## config.mk

```make
export PLATFORM = sky130hd
export DESIGN_NAME = stack_ptr_unit
export DESIGN_NICKNAME = d
export VERILOG_FILES = /design/src/rtl/spu_pkg.sv /design/src/rtl/spu_pagefix.sv /design/src/rtl/spu_stepper.sv /design/src/rtl/stack_ptr_unit.sv
export SDC_FILE = /design/constraint.sdc
export NUM_CORES = 1
export LEC_CHECK = 0
export BUFFER_PORTS_ARGS = -buffer_cell sky130_fd_sc_hd__buf_2
export CAP_MARGIN = 20
export CORE_AREA = 10 10 95 97
export CTS_CLUSTER_SIZE = 8
export DETAILED_ROUTE_END_ITERATION = 7
export DIE_AREA = 0 0 105 107
export PLACE_DENSITY = 0.91
export SYNTH_ARGS = -nofsm -noshare
export SYNTH_HDL_FRONTEND = slang
export SYNTH_SLANG_ARGS = --single-unit
export TNS_END_PERCENT = 20
```

## constraint.sdc

```tcl
create_clock -name clk -period 7.9 [get_ports clk]
set_input_delay 2.37 -clock clk [delete_from_list [all_inputs] [get_ports clk]]
set_output_delay 2.37 -clock clk [all_outputs]
set_load 0.02 [all_outputs]
```

## src/rtl/spu_pkg.sv

```systemverilog
package spu_pkg;
    typedef enum logic [1:0] {
        ST_IDLE = 2'd0,
        ST_PUSH = 2'd1,
        ST_PULL = 2'd2,
        ST_FIN  = 2'd3
    } spu_state_e;
endpackage

```

## src/rtl/spu_pagefix.sv

```systemverilog
module spu_pagefix #(
    parameter int W = 16,
    parameter logic [W/2-1:0] PAGE = 1
) (
    input  logic [W-1:0] val,
    input  logic         en,
    output logic [W-1:0] res
);
    localparam int H = W / 2;
    assign res = en ? {PAGE, val[H-1:0]} : val;
endmodule

```

## src/rtl/spu_stepper.sv

```systemverilog
module spu_stepper #(
    parameter int W = 16,
    parameter logic [W/2-1:0] PAGE = 1,
    parameter bit UP = 1'b1
) (
    input  logic [W-1:0] val,
    input  logic         pin,
    output logic [W-1:0] nxt
);
    logic [W-1:0] raw;

    if (UP) begin : g_up
        assign raw = val + W'(1);
    end else begin : g_dn
        assign raw = val - W'(1);
    end

    spu_pagefix #(.W(W), .PAGE(PAGE)) i_fix (
        .val(raw),
        .en (pin),
        .res(nxt)
    );
endmodule

```

## src/rtl/stack_ptr_unit.sv

```systemverilog
module stack_ptr_unit #(
    parameter int DW = 8,
    parameter logic [DW-1:0] EMU_PAGE = 1,
    parameter logic [2*DW-1:0] RESET_SP = {EMU_PAGE, {DW{1'b1}}}
) (
    input  logic            clk,
    input  logic            rst_n,
    input  logic            emu_mode,
    input  logic            req_valid,
    input  logic            req_pull,
    input  logic            req_word,
    input  logic            req_late,
    input  logic [2*DW-1:0] req_wdata,
    input  logic            load_en,
    input  logic [2*DW-1:0] load_val,
    output logic            busy,
    output logic            done,
    output logic [2*DW-1:0] rd_data,
    output logic [2*DW-1:0] sp,
    output logic            mem_en,
    output logic            mem_we,
    output logic [2*DW-1:0] mem_addr,
    output logic [DW-1:0]   mem_wdata,
    input  logic [DW-1:0]   mem_rdata
);
    import spu_pkg::*;

    localparam int SPW = 2 * DW;

    typedef struct packed {
        spu_state_e      st;
        logic [SPW-1:0]  sp;
        logic [1:0]      rem;
        logic            word;
        logic            emu;
        logic            late;
        logic [SPW-1:0]  wbuf;
        logic [SPW-1:0]  rbuf;
        logic            cap;
        logic            cap_hi;
        logic            done;
    } regs_t;

    regs_t r_q, r_d;

    logic           step_pin;
    logic           end_pin;
    logic [SPW-1:0] sp_inc, sp_dec, fin_inc, fin_dec, ld_fixed;

    assign step_pin = r_q.emu && !r_q.late;
    assign end_pin  = r_q.emu && r_q.late;

    spu_stepper #(.W(SPW), .PAGE(EMU_PAGE), .UP(1'b1)) i_inc (
        .val(r_q.sp), .pin(step_pin), .nxt(sp_inc)
    );
    spu_stepper #(.W(SPW), .PAGE(EMU_PAGE), .UP(1'b0)) i_dec (
        .val(r_q.sp), .pin(step_pin), .nxt(sp_dec)
    );
    spu_pagefix #(.W(SPW), .PAGE(EMU_PAGE)) i_fin_inc (
        .val(sp_inc), .en(end_pin), .res(fin_inc)
    );
    spu_pagefix #(.W(SPW), .PAGE(EMU_PAGE)) i_fin_dec (
        .val(sp_dec), .en(end_pin), .res(fin_dec)
    );
    spu_pagefix #(.W(SPW), .PAGE(EMU_PAGE)) i_ld_fix (
        .val(load_val), .en(emu_mode), .res(ld_fixed)
    );

    always_comb begin
        r_d       = r_q;
        r_d.done  = 1'b0;
        mem_en    = 1'b0;
        mem_we    = 1'b0;
        mem_addr  = r_q.sp;
        mem_wdata = '0;

        // Capture of the byte read in the previous cycle
        if (r_q.cap) begin
            if (r_q.cap_hi) begin
                r_d.rbuf[SPW-1:DW] = mem_rdata;
            end else begin
                r_d.rbuf = {{DW{1'b0}}, mem_rdata};
            end
        end

        case (r_q.st)
            ST_IDLE: begin
                if (req_valid) begin
                    r_d.st   = req_pull ? ST_PULL : ST_PUSH;
                    r_d.rem  = req_word ? 2'd2 : 2'd1;
                    r_d.word = req_word;
                    r_d.emu  = emu_mode;
                    r_d.late = req_late;
                    r_d.wbuf = req_wdata;
                    r_d.cap  = 1'b0;
                end else if (load_en) begin
                    r_d.sp = ld_fixed;
                end
            end
            ST_PUSH: begin
                mem_en    = 1'b1;
                mem_we    = 1'b1;
                mem_addr  = r_q.sp;
                mem_wdata = (r_q.rem == 2'd2) ? r_q.wbuf[SPW-1:DW] : r_q.wbuf[DW-1:0];
                r_d.sp    = sp_dec;
                r_d.rem   = r_q.rem - 2'd1;
                if (r_q.rem == 2'd1) begin
                    r_d.sp   = fin_dec;
                    r_d.st   = ST_IDLE;
                    r_d.done = 1'b1;
                end
            end
            ST_PULL: begin
                mem_en     = 1'b1;
                mem_addr   = sp_inc;
                r_d.sp     = sp_inc;
                r_d.cap    = 1'b1;
                r_d.cap_hi = r_q.word && (r_q.rem == 2'd1);
                r_d.rem    = r_q.rem - 2'd1;
                if (r_q.rem == 2'd1) begin
                    r_d.sp = fin_inc;
                    r_d.st = ST_FIN;
                end
            end
            default: begin
                r_d.cap  = 1'b0;
                r_d.st   = ST_IDLE;
                r_d.done = 1'b1;
            end
        endcase
    end

    always_ff @(posedge clk or negedge rst_n) begin
        if (!rst_n) begin
            r_q    <= '0;
            r_q.st <= ST_IDLE;
            r_q.sp <= RESET_SP;
        end else begin
            r_q <= r_d;
        end
    end

    assign busy    = (r_q.st != ST_IDLE);
    assign done    = r_q.done;
    assign rd_data = r_q.rbuf;
    assign sp      = r_q.sp;


    load_copy_chk: assert property (@(posedge clk) disable iff (!rst_n)
        !busy && load_en && !req_valid && !emu_mode |=> sp == $past(load_val));


    push_step_chk: assert property (@(posedge clk) disable iff (!rst_n)
        mem_en && mem_we && !r_q.emu |=> sp == $past(mem_addr) - SPW'(1));


    pull_addr_chk: assert property (@(posedge clk) disable iff (!rst_n)
        mem_en && !mem_we && !r_q.emu |=> sp == $past(mem_addr));


    emu_page_chk: assert property (@(posedge clk) disable iff (!rst_n)
        mem_en && !mem_we && r_q.emu && !r_q.late |-> mem_addr[SPW-1:DW] == EMU_PAGE);


    done_idle_chk: assert property (@(posedge clk) disable iff (!rst_n)
        done |-> !busy && !mem_en);
endmodule

```

==> summary.md <==
Counting flops and latches in the post-synthesis netlist gives 58. Synthesis produced a netlist whose cell count is 453. Counting flops with a built-in enable in the synthesized netlist gives 0. The average instance in the mapped netlist occupies 8.75 um^2. The number of DRC violations after detailed routing is 0, and the via count of the first global-routing pass is 3477. Summed over all instances, the cell type with the most area after synthesis is dfrtp_1. At the end of routability-driven placement, the weighted congestion stood at 0.878. The routed design has 10700 um of wire. The number of detailed-route iterations in the first pass is 5. In this run the count of I/O pins placed on the die edge is 108. In this run the critical register-to-register path is captured at sp[11]. Hold path depth: 1.

The worst setup slack after placement was 2.88 ns; the count of routing violations after the opening detailed-route iteration was 237. Setup repair after global routing left no endpoint under its margin. In this run, CTS created clock tree buffers numbering 9.

The master cell of the clock root buffer is clkbuf_8. After synthesis the cells add up to 3970 um^2. The most used flip-flop cell after synthesis is dfrtp_1.

Summing over every cut layer, the via total after detailed routing is 3514. The layout has 617 filler cells. The share of layout cells above drive strength 1 was 0.329. The worst hold path terminates at rd_data[5].

The final layout contains 565 nets. The growth of design area from synthesis to finish works out to 13.3%. Kind of capture point of the worst setup path: an output pin.

In the final timing run, aggregate negative setup slack is 0 ns. Detailed placement ended at an HPWL of 7800 um. The core region is 7140 um^2.

Actual slew at the worst max-slew pin: 1.09 ns. Proportion of netlist area held by the largest area contributor: 0.309. The critical path is of the reg -> out type. The period utilization is 0.687. Most common cell in the netlist: dfrtp_1. The die is 107 um tall. Power spread over the standard cell area amounts to 462 nW/um^2. After floorplanning, the core was divided into 31 placement rows. Global routing finished with a remaining overflow of 0. The tools report the post-cts sizing count as 0.

The logs give 0.33 ns for the clock latency of the later-clocked register in the worst-skew pair and 0 for the total inserted antenna cells. The biggest fanout along the worst timing path came out at 32. The tools report the count of non-filler cells in the finished layout as 612. The deepest clock path buffer count is 2.

The synthesized netlist net count came out at 510. By area the synthesized netlist is led by dfrtp_1, mux2_2, buf_4. For the highest achievable clock rate, the log shows 184 MHz. The post-layout worst setup margin is 2.47 ns, and the number of buffers inserted by post-CTS setup repair is 0. The number of pins exceeding their max-slew limit in the final report was 0.

Cell count after placement: 596. The floorplan step set the die width to 105 um. By count the netlist is led by dfrtp_1, o21ai_0, nor2_1. The tool flagged a number of max-cap violations equal to 0. In this run the most critical hold path is launched from rd_data[5].

After clock tree synthesis, the clock-pin slew on the worst setup and hold paths is 0.07 ns. Setup violations remaining at the end of the flow were counted as 0. The via density per instance is 5.74. The logs give 0 for the number of antenna violations at the first check in global routing and 0 for the count of final hold-check violations. The post-synthesis async set-or-reset flop share came out at 1.00. The endpoint arrival time on the critical path was 3.06 ns. Number of port buffers: 107. The startpoint type of the worst setup path is a register.

The origin of the critical flop-to-flop path was r_q[56]. Kind of path behind the tightest hold check: reg -> reg. In this run, post-CTS hold repair placed 0 buffers. The run gives 0.186 as the global-route total usage across every layer. The standard cell with the maximum stage delay on the critical path is ha_1.

The flop-to-flop setup slack is 5.13 ns, and the static leakage power is 2.05 nW. Entering global routing, the biggest net connects 59 pins. The number of nets with antenna violations after detailed routing is 0.

The flow ran to the end, and the final reports show no timing, DRC or antenna violations. The final critical-path required period was 5.43 ns. TritonCTS built the clock tree. The depth of the worst register-to-register path was 7. The floorplan step defined a die boundary enclosing 11200 um^2. Walking the worst path, the cells encountered are inv_1 -> ha_1 -> o21ai_1 -> nand2b_1 -> o21ai_0 -> buf_2. On the final layout, the worst clock skew is 0.00665 ns. For this run, the number of Yosys warnings is 0. The maximum single-stage delay on the critical path is 0.89 ns, and the count of H-tree levels built during CTS is 3.

The logs give 17200 um for the first-pass GRT wire length and 58 for the count of clock tree sinks. The tightest slew margin relative to the limit came out at 0.274. For the worst setup path, the data required time is 5.53 ns. The tools report the portion of the post-synthesis area used by sequential elements as 0.369. The netlist uses 51 different library cells. The maximum vdd drop was 0.000254 V. In the final routed layout, each cell accounts on average for 17.4 um. For the starting density of the core, the log shows 0.556.
worst max-delay path, delay by kind of cell (launching register included):
family / cells / cell delay [ns]
DFF: 1 / 0.41
AOI/OAI and AO/OA: 2 / 0.80
and+or+nand+nor: 1 / 0.33
adders and majority gates: 1 / 0.89
buffers and inverters: 2 / 0.30
area by class of cell:
type	instances	area, um^2	area share
repair buffers	109	551	0.123
multi-input cells	302	2030	0.452
flip-flops and latches	58	1460	0.326
well taps	99	124	0.0276
clock inverters	5	77.6	0.0173
inverters	28	105	0.0234
clock buffers	11	141	0.0315
through the flow:
step | hold WS (ns) | utilization | power [mW] | cell area [um^2]
6_report | 0.502 | 0.630 | 2.08 | 4490
5_1_grt | 0.520 | 0.630 | 2.23 | 4490
4_1_cts | 0.511 | 0.630 | 2.08 | 4490
3_5_place_dp | 0.495 | 0.599 | 1.77 | 4270
3_3_place_gp | 0.482 | 0.599 | 1.71 | 4270
2_1_floorplan | 0.479 | - | 1.54 | 3970
registers in the layout (all words and copies together) (netlist names):
| signal | cells |
|---|---|
| done | 1 |
| r_q | 25 |
| rd_data | 16 |
| sp | 16 |
metal layers:
layer | track usage | part of all wire | up-vias
met2 | 0.324 | 0.51 | 148
li1 | - | - | 1668
met5 | 0 | 0 | -
met4 | 0.0608 | 0.012 | 0
met1 | 0.215 | 0.40 | 1684
met3 | 0.0527 | 0.075 | 14
layout by cell type (no fill, tap or decap), types with 6 or more instances in the layout:
master	n
dfrtp_1	49
dfstp_2	9
a21oi_1	14
nor4_1	9
nor3_1	8
xnor2_1	12
buf_2	107
nor2_1	36
inv_1	27
nand3_1	14
clkbuf_8	10
a22oi_1	6
xor2_1	11
nand2_1	31
ha_1	9
o21ai_0	37
mux2_2	26
o31ai_1	7
mux2i_1	9
logic make-up after synthesis:
family | after synthesis | share of synthesized area
AOI/OAI and AO/OA | 105 | 0.174
xor gates and xnor gates | 23 | 0.0508
adders and majority gates | 9 | 0.0284
buffers and inverters | 93 | 0.120
DFF | 58 | 0.369
muxes | 36 | 0.0991
and+or+nand+nor | 129 | 0.159
worst max path at each step:
stage / from / endpoint / slack (ns)
floorplan: sp[4] / mem_addr[13] / 3.45
global placement: r_q[56] / mem_addr[8] / 3.07
detailed placement: r_q[56] / mem_addr[14] / 2.88
CTS: r_q[56] / mem_addr[14] / 2.51
global route: r_q[56] / mem_addr[14] / 2.21
finish: r_q[56] / mem_addr[14] / 2.47
where the power goes:
group / switching, mW / internal [mW] / total, mW
clock network: 0.119 / 0.185 / 0.305
registers: 0.179 / 0.461 / 0.640
logic: 0.700 / 0.432 / 1.13
total: 0.999 / 1.08 / 2.08
Power figures use the tool's default switching activity.
